--- config.mk ---
export PLATFORM = sky130hd
export DESIGN_NAME = vcfg_unit
export DESIGN_NICKNAME = d
export VERILOG_FILES = /design/src/rtl/vcfg_pkg.sv /design/src/rtl/vcfg_decode.sv /design/src/rtl/vcfg_vl_sel.sv /design/src/rtl/vcfg_unit.sv
export SDC_FILE = /design/constraint.sdc
export NUM_CORES = 1
export LEC_CHECK = 0
export BUFFER_PORTS_ARGS = -buffer_cell sky130_fd_sc_hd__buf_4
export CORE_ASPECT_RATIO = 1.2
export CORE_UTILIZATION = 49
export DETAILED_ROUTE_END_ITERATION = 16
export PLACE_DENSITY_LB_ADDON = 0.2
export SYNTH_ARGS = -nofsm -noshare
export SYNTH_HDL_FRONTEND = slang
export SYNTH_SLANG_ARGS = --single-unit
--- constraint.sdc ---
create_clock -name clk_i -period 11 [get_ports clk_i]
set_input_delay 0.55 -clock clk_i [delete_from_list [all_inputs] [get_ports clk_i]]
set_output_delay 0.55 -clock clk_i [all_outputs]
set_load 0.05 [all_outputs]
--- src/rtl/vcfg_pkg.sv ---
package vcfg_pkg;
    typedef enum logic [1:0] {
        AVL_FROM_REG = 2'd0,
        AVL_SET_MAX  = 2'd1,
        AVL_KEEP     = 2'd2,
        AVL_ALT_REG  = 2'd3
    } avl_mode_e;

    localparam int WCODE_LSB = 3;
    localparam int GCODE_LSB = 0;
    localparam int CODE_W    = 3;
    localparam int FIELD_TOP = 6;
endpackage

--- src/rtl/vcfg_decode.sv ---
module vcfg_decode
    import vcfg_pkg::*;
#(
    parameter int XLEN  = 32,
    parameter int VLEN  = 128,
    parameter int ELEN  = 64,
    parameter int IMM_W = 11,
    localparam int LOG_VLEN = $clog2(VLEN),
    localparam int VL_W     = LOG_VLEN + 1
) (
    input  logic [XLEN-1:0]   type_i,
    input  logic              type_is_reg_i,
    output logic              legal_o,
    output logic [CODE_W-1:0] wcode_o,
    output logic [CODE_W-1:0] gcode_o,
    output logic [VL_W-1:0]   vlmax_o
);
    localparam int LOG_ELEN = $clog2(ELEN);
    localparam logic [VL_W-1:0] ONE = VL_W'(1);

    logic        grp_ok;
    logic        rsv_clear;
    int          grp_shift;
    logic [VL_W-1:0] vlmax_by_w [8];
    logic            fits_by_w  [8];

    assign wcode_o = type_i[WCODE_LSB +: CODE_W];
    assign gcode_o = type_i[GCODE_LSB +: CODE_W];

    // reserved bits: immediate form looks only below IMM_W, register form at all
    always_comb begin
        if (type_is_reg_i) rsv_clear = (type_i[XLEN-1:FIELD_TOP] == '0);
        else               rsv_clear = (type_i[IMM_W-1:FIELD_TOP] == '0);
    end

    always_comb begin
        grp_ok    = 1'b1;
        grp_shift = 0;
        case (gcode_o)
            3'd0: grp_shift = 0;
            3'd1: grp_shift = 1;
            3'd2: grp_shift = 2;
            3'd3: grp_shift = 3;
            3'd5: grp_shift = -3;
            3'd6: grp_shift = -2;
            3'd7: grp_shift = -1;
            default: grp_ok = 1'b0;
        endcase
    end

    for (genvar gw = 0; gw < 8; gw++) begin : g_width
        localparam int  SEW_LOG = 3 + gw;
        localparam bit  W_OK    = (gw < 4) && (SEW_LOG <= LOG_ELEN);
        int l2;
        always_comb begin
            l2 = LOG_VLEN - SEW_LOG + grp_shift;
            fits_by_w[gw]  = W_OK && grp_ok && (l2 >= 0);
            vlmax_by_w[gw] = fits_by_w[gw] ? (ONE << l2) : '0;
        end
    end

    assign legal_o = rsv_clear && fits_by_w[wcode_o];
    assign vlmax_o = legal_o ? vlmax_by_w[wcode_o] : '0;
endmodule

--- src/rtl/vcfg_vl_sel.sv ---
module vcfg_vl_sel
    import vcfg_pkg::*;
#(
    parameter int XLEN = 32,
    parameter int VL_W = 8
) (
    input  logic [XLEN-1:0] avl_i,
    input  logic [1:0]      mode_i,
    input  logic            legal_i,
    input  logic [VL_W-1:0] vlmax_i,
    input  logic [VL_W-1:0] cur_vl_i,
    output logic [VL_W-1:0] vl_o
);
    logic avl_big;

    // full-width compare so that AVL bits above VL_W are never dropped
    assign avl_big = (avl_i >= XLEN'(vlmax_i));

    always_comb begin
        if (!legal_i) begin
            vl_o = '0;
        end else begin
            case (avl_mode_e'(mode_i))
                AVL_SET_MAX: vl_o = vlmax_i;
                AVL_KEEP:    vl_o = cur_vl_i;
                default:     vl_o = avl_big ? vlmax_i : avl_i[VL_W-1:0];
            endcase
        end
    end
endmodule

--- src/rtl/vcfg_unit.sv ---
module vcfg_unit
    import vcfg_pkg::*;
#(
    parameter int XLEN  = 32,
    parameter int VLEN  = 128,
    parameter int ELEN  = 64,
    parameter int IMM_W = 11,
    localparam int VL_W = $clog2(VLEN) + 1
) (
    input  logic            clk_i,
    input  logic            rst_ni,
    input  logic            valid_i,
    input  logic            type_sel_i,
    input  logic [1:0]      avl_mode_i,
    input  logic [XLEN-1:0] avl_i,
    input  logic [XLEN-1:0] type_i,
    output logic [VL_W-1:0] vl_o,
    output logic [XLEN-1:0] vtype_o,
    output logic            res_valid_o,
    output logic [XLEN-1:0] res_o
);
    typedef struct packed {
        logic [VL_W-1:0]   vl;
        logic              ill;
        logic [CODE_W-1:0] wcode;
        logic [CODE_W-1:0] gcode;
        logic              res_valid;
        logic [XLEN-1:0]   res;
    } cfg_state_t;

    cfg_state_t st_d, st_q;

    logic              dec_legal;
    logic [CODE_W-1:0] dec_wcode;
    logic [CODE_W-1:0] dec_gcode;
    logic [VL_W-1:0]   dec_vlmax;
    logic [VL_W-1:0]   new_vl;

    vcfg_decode #(
        .XLEN (XLEN),
        .VLEN (VLEN),
        .ELEN (ELEN),
        .IMM_W(IMM_W)
    ) u_decode (
        .type_i       (type_i),
        .type_is_reg_i(type_sel_i),
        .legal_o      (dec_legal),
        .wcode_o      (dec_wcode),
        .gcode_o      (dec_gcode),
        .vlmax_o      (dec_vlmax)
    );

    vcfg_vl_sel #(
        .XLEN(XLEN),
        .VL_W(VL_W)
    ) u_vl_sel (
        .avl_i   (avl_i),
        .mode_i  (avl_mode_i),
        .legal_i (dec_legal),
        .vlmax_i (dec_vlmax),
        .cur_vl_i(st_q.vl),
        .vl_o    (new_vl)
    );

    always_comb begin
        st_d           = st_q;
        st_d.res_valid = 1'b0;
        if (valid_i) begin
            st_d.vl        = new_vl;
            st_d.ill       = !dec_legal;
            st_d.wcode     = dec_legal ? dec_wcode : '0;
            st_d.gcode     = dec_legal ? dec_gcode : '0;
            st_d.res_valid = 1'b1;
            st_d.res       = XLEN'(new_vl);
        end
    end

    always_ff @(posedge clk_i) begin
        if (!rst_ni) begin
            st_q       <= '0;
            st_q.ill   <= 1'b1;
        end else begin
            st_q <= st_d;
        end
    end

    assign vl_o        = st_q.vl;
    assign vtype_o     = {st_q.ill, {(XLEN-1-FIELD_TOP){1'b0}}, st_q.wcode, st_q.gcode};
    assign res_valid_o = st_q.res_valid;
    assign res_o       = st_q.res;
endmodule

==> results.cfg, run 1 <==
[status]
status = finished, final reports clean

[detailed_routing]
drc_errors = 0
drt_pass1_iterations = 5
ant_nets = 0
wl_per_cell_um = 14.9
drt-initial-drc-count = 171
routed-via-count = 2593
wl_um = 6830
viasPerCell = 5.65

[layout]
final_area_mm2 = 0.00292
fin_util = 0.623
finalNonFillerCells = 459
fin_nets = 499
diodes = 0
drive_above_1_share = 0.269
area_delta_synth_final_pct = 19.3

[worst_setup_path]
max_stage_delay_ps = 580
critPathCaptureType = flip-flop
worstSetupPathType = input pin to flip-flop
worstSetupEndpoint = res_o[5]
slowest_stage = nor3b_1
crit_chain = buf_4 -> o21a_1 -> ha_1 -> nand2_1 -> ha_1 -> nor2b_1 -> nor3b_1 -> nand4b_1 -> a32oi_1 -> nand2_1 -> ha_1 -> and3_1 -> a22o_1 -> or3_4 -> nor2_1 -> a32oi_1 -> a221oi_2
critical_path_arrival_ps = 5160
cp_max_fo = 15
critPathLaunchType = input pin
reg2reg_to = res_o[7]
worst_path_most_repeated_cell = ha_1
critPathLaunch = type_i[0]
r2r_setup_slack_ps = 9810
rr_worst_depth = 4
r2r-start = res_o[7]
cp_data_required_time_ps = 11170

[power_and_ir_drop]
peakVddDrop_mv = 0.0543
power_switching_mw = 0.0993
intPower_mw = 0.116
pwr-share-clk = 0.206
comb_power_share = 0.518
sw_frac_of_total = 0.460
pwr-share-seq = 0.276
p_leak_nw = 1.34
finalPower_mw = 0.216
power_density_mw_per_mm2 = 73.8

[sta]
final_hold_viol_count = 0
period_minus_slack_ps = 4990
rsz0062_at_grt = no
setup_slack_ps = 6010
hold_ws_ps = 459
clock_skew_ps = 0
maxSlewViolCount = 0
fin_setup_tns_ps = 0
finalSetupViolations = 0
fin_crit_sh = 0.453
max_slew_margin = 0.368
tightestPinTransition_ps = 947
max_freq_ghz = 0.201

[placement]
dp.final_hpwl_um = 5440
portBuffers = 93
place_area_mm2 = 0.00288
dp_cells = 456
place_ws_ps = 5870
globalplace.congestion = 0.966

[clock_network]
cts_tree = built
clk_latency_ps = 250
clockRootBuffer = clkbuf_8
cts_setup_buffers = 0
cts_buffer_depth = 2
cts_hold_buf = 0
cts_sinks = 16
ctsResizeCount = 0
clk_pin_slew_ps = 70
h-tree-depth = 1
cts_buffers = 3

[logic_synthesis]
ys_ff_latch = 16
syn-cell-area_mm2 = 0.00245
synthTopCellsByArea = buf_4 18%, ha_1 13%, dfxtp_1 13%
synthDistinctLibCells = 53
synthMostInstantiatedCell = buf_4
yosys.area.top_type_share = 0.178
yosys.area.top_type = buf_4
postSynth.asyncResetShare = 0
syn_avg_cell_area_um2 = 7.41
synth_ff_type = dfxtp_1
synthTopCellsByCount = 58 x buf_4, 51 x nand2_1, 26 x ha_1
synth_edf_count = 0
postSynthCellCount = 331
yosys_warnings = 0
ys_seq_area_frac = 0.131

[die]
die_w_um = 66.6
dieArea_mm2 = 0.00529
num_io_pins = 143
coreArea_mm2 = 0.00470
start_util = 0.522
rows = 27
fp.dieH_um = 79.5

[run]
maxCapViolations = 0

[global_route]
grt_pass1_vias = 2321
grt-ovfl-total = 0
grt_max_degree = 29
grt_pass1_wl_um = 10400
track_usage = 0.254
antenna_found_initial = 0

[worst_hold_path]
hp-class = flip-flop to flip-flop
hp-start = vtype_o[31]
power by group through the flow:
stage	clock network, mW	logic [mW]	registers [mW]
5_1_grt	0.0487	0.119	0.0595
3_3_place_gp	0	0.110	0.0607
3_5_place_dp	0	0.110	0.0607
4_1_cts	0.0446	0.110	0.0594
2_1_floorplan	0	0.0892	0.0635
6_report	0.0445	0.112	0.0594
cell type report:
cell class                      count  area [um^2]
Timing Repair Buffer               93          698
Clock buffer                        3         41.3
Multi-Input combinational cell    279         1750
Sequential cell                    16          320
Tap cell                           58         72.6
Fill cell                         446         1770
Inverter                           10         37.5
critical path, delay by kind of cell:
| family | cells | cell delay, ps |
|---|---|---|
| AO/OA/AOI/OAI | 5 | 1510 |
| adder cells (fa/ha/maj) | 3 | 870 |
| AND/OR/NAND/NOR | 8 | 2050 |
| buffers and inverters | 1 | 170 |
routing by layer:
metal	global-route usage	up-vias	share of wire
met3	0.0471	29	0.064
li1	-	1247	-
met4	0.117	0	0.035
met2	0.445	139	0.50
met5	0	-	0
met1	0.289	1178	0.40
worst min-delay path by stage:
stage                   to  slack [ps]  cells past startpoint
5_1_grt         vtype_o[2]         490                      2
3_5_place_dp   vtype_o[31]         450                      1
3_3_place_gp   vtype_o[31]         440                      1
2_1_floorplan     res_o[3]         680                      2
6_report       vtype_o[31]         460                      1
4_1_cts        vtype_o[31]         460                      1
sequential cells by signal (all words and copies together) (netlist names):
name         count
res_o            8
vtype_o          7
res_valid_o      1
cells by family after synthesis:
kind of cell / Yosys count / share of synthesized area
AOI/OAI and AO/OA: 67 / 0.207
adders and majority gates: 26 / 0.133
buffers and inverters: 84 / 0.227
DFF: 16 / 0.131
muxes: 2 / 0.00868
other: 1 / 0.00153
and+or+nand+nor: 135 / 0.292
placed cells by master, fill, tap and decap left out, drive strengths merged, types with 4 or more instances in the layout:
cell type | netlist | routed
a21boi | 5 | 5
a21oi | 6 | 6
a221oi | 6 | 6
a31oi | 4 | 4
a32oi | 11 | 11
and2 | 4 | 4
and3 | 5 | 5
buf | 63 | 93
conb | 1 | 49
dfxtp | 16 | 16
ha | 26 | 26
inv | 10 | 10
nand2 | 51 | 51
nand3 | 15 | 15
nand4 | 9 | 9
nor2 | 9 | 9
nor3 | 7 | 7
nor4 | 11 | 11
o211ai | 6 | 6
o21ai | 16 | 16
or4 | 6 | 6
Note: power is estimated with default switching activity, not from simulation.
==> run 2, diff against run 1 <==
Settings changed: CORE_UTILIZATION 49 to 45.
Clock period 11 ns to 5.05 ns, I/O delays scaled along.
==> results.cfg, run 2 (same netlist as run 1, synthesis figures left out) <==
[status]
status = finished, final reports clean

[placement]
globalplace.congestion = 0.928
dp.final_hpwl_um = 5500
place_ws_ps = 462
portBuffers = 93

[worst_setup_path]
max_stage_delay_ps = 420
cp_max_fo = 15
critPathLaunchType = input pin
reg2reg_to = res_o[3]
rr_worst_depth = 4
r2r-start = res_o[3]
crit_chain = buf_4 -> o21a_1 -> ha_1 -> nand2_1 -> ha_1 -> nor2b_1 -> nor3b_1 -> buf_4 -> nand4b_1 -> a32oi_1 -> nand2_1 -> ha_1 -> and3_1 -> a22o_1 -> or3_4 -> nor2_1 -> a32oi_1 -> a221oi_2
slowest_stage = or3_4
cp_data_required_time_ps = 5210
r2r_setup_slack_ps = 3880
critical_path_arrival_ps = 4570
worstSetupEndpoint = res_o[2]
worstSetupPathType = input pin to flip-flop
worst_path_most_repeated_cell = ha_1
critPathLaunch = type_i[0]
critPathCaptureType = flip-flop

[sta]
max_slew_margin = 0.616
rsz0062_at_grt = no
fin_crit_sh = 0.873
max_freq_ghz = 0.227
tightestPinTransition_ps = 574
setup_slack_ps = 642
final_hold_viol_count = 0
clock_skew_ps = 0
period_minus_slack_ps = 4410
fin_setup_tns_ps = 0
maxSlewViolCount = 0
finalSetupViolations = 0

[power_and_ir_drop]
pwr-share-seq = 0.275
peakVddDrop_mv = 0.105
power_density_mw_per_mm2 = 160
intPower_mw = 0.254
p_leak_nw = 1.35
comb_power_share = 0.516
sw_frac_of_total = 0.460
power_switching_mw = 0.217
pwr-share-clk = 0.209

[worst_hold_path]
hp-class = input pin to flip-flop

[global_route]
grt-ovfl-total = 0
grt_pass1_vias = 2398
track_usage = 0.232
grt_pass1_wl_um = 11200
antenna_found_initial = 0
grt_max_degree = 23

[die]
rows = 29
coreArea_mm2 = 0.00526
dieArea_mm2 = 0.00575
num_io_pins = 143
die_w_um = 69.4
start_util = 0.466
fp.dieH_um = 82.8

[layout]
drive_above_1_share = 0.273
final_cell_mix = 95 x buf_4, 51 x nand2_1, 49 x conb_1
fin_nets = 501
largest_reg_flops = 8
layout_commonest_cell = buf_4
nFillCells = 513
diodes = 0
area_delta_synth_final_pct = 20.1

[detailed_routing]
viasPerCell = 5.66
drt-initial-drc-count = 224
wl_um = 6850
drc_errors = 0
routed-via-count = 2633
drt_pass1_iterations = 7
wl_per_cell_um = 14.7
ant_nets = 0

[clock_network]
clk_latency_ps = 250
cts_tree = built
cts_buffer_depth = 2
cts_sinks = 16
clk_pin_slew_ps = 70
h-tree-depth = 1
clockRootBuffer = clkbuf_8
cts_buffers = 3
cts_hold_buf = 0
ctsResizeCount = 0
cts_setup_buffers = 0

[run]
maxCapViolations = 0
==> run 2: power groups by stage <==
stage	sequential [mW]	clock, mW	combinational [mW]
floorplan	0.138	0	0.194
global placement	0.132	0	0.240
detailed placement	0.132	0	0.239
CTS	0.129	0.0983	0.240
global route	0.130	0.104	0.260
finish	0.129	0.0985	0.243
==> run 2: critical path: cells and delay by family <==
kind | cells | cell delay, ps
and+or+nand+nor | 8 | 1690
adders and majority gates | 3 | 830
buffers and inverters | 2 | 330
AOI/OAI and AO/OA | 5 | 1460
==> run 2: worst min path at each step <==
stage,from,cells past startpoint,slack [ps],endpoint
final,rst_ni,3,330,res_o[3]
after global routing,rst_ni,3,340,res_o[3]
after CTS,rst_ni,3,330,res_o[3]
after detailed placement,vtype_o[31],1,450,vtype_o[31]
after global placement,vtype_o[31],1,440,vtype_o[31]
after floorplan,rst_ni,2,380,res_o[3]
==> run 2: metal layers <==
metal  wire length, um  GRT usage
met4               191     0.0835
met2              3510      0.402
met3               438     0.0328
met5                 0          0
met1              2710      0.289
==> run 2: stage by stage <==
step	utilization	power [mW]	instance area [um^2]	std cells	hold WS, ps
after detailed placement	0.552	0.372	2900	462	451
after global placement	0.552	0.372	2900	462	438
after global routing	0.560	0.494	2940	465	344
after CTS	0.560	0.468	2940	465	328
final	0.560	0.471	2940	465	333
after floorplan	-	0.333	2630	379	381
==> run 2: area by class of cell <==
cell class / instances / area [um^2] / share of cell area
clock buffers: 3 / 41.3 / 0.0140
inverters: 10 / 37.5 / 0.0127
multi-input cells: 279 / 1750 / 0.596
flip-flops and latches: 16 / 320 / 0.109
well taps: 62 / 77.6 / 0.0263
repair buffers: 95 / 713 / 0.242
==> run 3, diff against run 2 <==
Settings changed: CORE_UTILIZATION 45 to 46, SYNTH_HIERARCHICAL set to 1.
==> results.cfg, run 3 <==
[status]
status = finished, final reports clean

[placement]
dp.final_hpwl_um = 5210
portBuffers = 93
globalplace.congestion = 0.903

[logic_synthesis]
synthTopCellsByArea = buf_4 19%, ha_1 13%, dfxtp_1 13%
synth_ff_type = dfxtp_1
yosys.area.top_type = buf_4
synthMostInstantiatedCell = buf_4
ys_ff_latch = 16
syn_avg_cell_area_um2 = 7.94
synth_edf_count = 0
yosys.area.top_type_share = 0.189
ys_seq_area_frac = 0.126
synthTopCellsByCount = 64 x buf_4, 26 x ha_1, 21 x nor2b_1
syn-cell-area_mm2 = 0.00255
synthDistinctLibCells = 53
postSynthCellCount = 321
yosys_warnings = 6
postSynth.asyncResetShare = 0

[layout]
layout_commonest_cell = buf_4
drive_above_1_share = 0.286
fin_nets = 481
final_cell_mix = 93 x buf_4, 49 x conb_1, 26 x ha_1
diodes = 0
largest_reg_flops = 8
area_delta_synth_final_pct = 16.7

[die]
die_w_um = 69.9
num_io_pins = 143
fp.dieH_um = 83.5
dieArea_mm2 = 0.00584
start_util = 0.481
coreArea_mm2 = 0.00530
rows = 29

[clock_network]
clockRootBuffer = clkbuf_8
clk_pin_slew_ps = 60
h-tree-depth = 1
clk_latency_ps = 250
cts_hold_buf = 0
cts_tree = built
cts_buffer_depth = 2
ctsResizeCount = 0
cts_buffers = 3
cts_setup_buffers = 0
cts_sinks = 16

[worst_setup_path]
critPathCaptureType = flip-flop
critical_path_arrival_ps = 4430
critPathLaunchType = input pin
cp_max_fo = 14
worstSetupPathType = input pin to flip-flop
cp_data_required_time_ps = 5240

[sta]
clock_skew_ps = 0
fin_crit_sh = 0.840
tightestPinTransition_ps = 1020
maxSlewViolCount = 0
hold_ws_ps = 266
rsz0062_at_grt = no
period_minus_slack_ps = 4240
max_freq_ghz = 0.236
finalSetupViolations = 0
fin_setup_tns_ps = 0
final_hold_viol_count = 0
max_slew_margin = 0.316

[power_and_ir_drop]
p_leak_nw = 1.38
peakVddDrop_mv = 0.0888
power_density_mw_per_mm2 = 155

[detailed_routing]
drt-initial-drc-count = 184
routed-via-count = 2435
wl_um = 6430
viasPerCell = 5.46
wl_per_cell_um = 14.4
drc_errors = 0
ant_nets = 0
drt_pass1_iterations = 4

[global_route]
grt_pass1_wl_um = 10300
grt_max_degree = 25
grt_pass1_vias = 2217
grt-ovfl-total = 0
antenna_found_initial = 0
track_usage = 0.214

[run]
maxCapViolations = 0

[worst_hold_path]
hp-class = input pin to flip-flop
-- run 3: final timing paths --
kind / cells after the start / end / slack [ps] / from
setup reg to reg: 5 / res_o[1] / 3830 / res_o[1]
hold / removal: 3 / vtype_o[5] / 270 / type_i[5]
hold reg to reg: 2 / vtype_o[2] / 480 / vtype_o[2]
setup / recovery: 17 / res_o[4] / 810 / type_i[1]
-- run 3: cell type report --
cell class	count	area, um^2
Clock buffer	4	55.1
Timing Repair Buffer	93	698
Sequential cell	16	320
Multi-Input combinational cell	252	1750
Fill cell	512	2330
Tap cell	62	77.6
Inverter	19	71.3
-- run 3: critical path, stage by stage --
cell and delay [ps]:
buf_4 170, o21a_1 430, ha_1 290, a21oi_1 70, ha_1 300, nand2b_1 110
nor3b_1 370, a221oi_1 160, nor4_1 270, inv_1 130, ha_1 350, a2111oi_0 380
and4_1 430, nand3_4 160, a311oi_1 340, mux2i_1 120, nor2b_1 110
-- run 3: logic make-up after synthesis --
family,Yosys count,synth area share
simple gates,118,0.292
buf+inv,101,0.258
compound gates,51,0.164
fa+ha+maj,26,0.128
flops,16,0.126
mux,8,0.0314
other cells,1,0.00147
-- run 3: where the power goes --
part           switching, mW  internal (mW)
Sequential          0.000169          0.127
Combinational          0.149         0.0709
Clock                 0.0438         0.0692
Total                  0.193          0.267
-- run 3: routing by layer --
layer / GRT usage / share of wire
met1: 0.253 / 0.40
met2: 0.399 / 0.54
met3: 0.0193 / 0.042
met4: 0.0691 / 0.022
met5: 0 / 0
-- run 3: stage by stage --
stage	cell area [um^2]	setup slack [ps]	utilization	total power, mW	std cells
after floorplan	2730	1150	-	0.322	369
after global placement	2920	695	0.551	0.346	442
after detailed placement	2920	629	0.551	0.347	442
after CTS	2970	852	0.561	0.460	446
after global routing	2970	307	0.561	0.483	446
final	2970	809	0.561	0.460	446
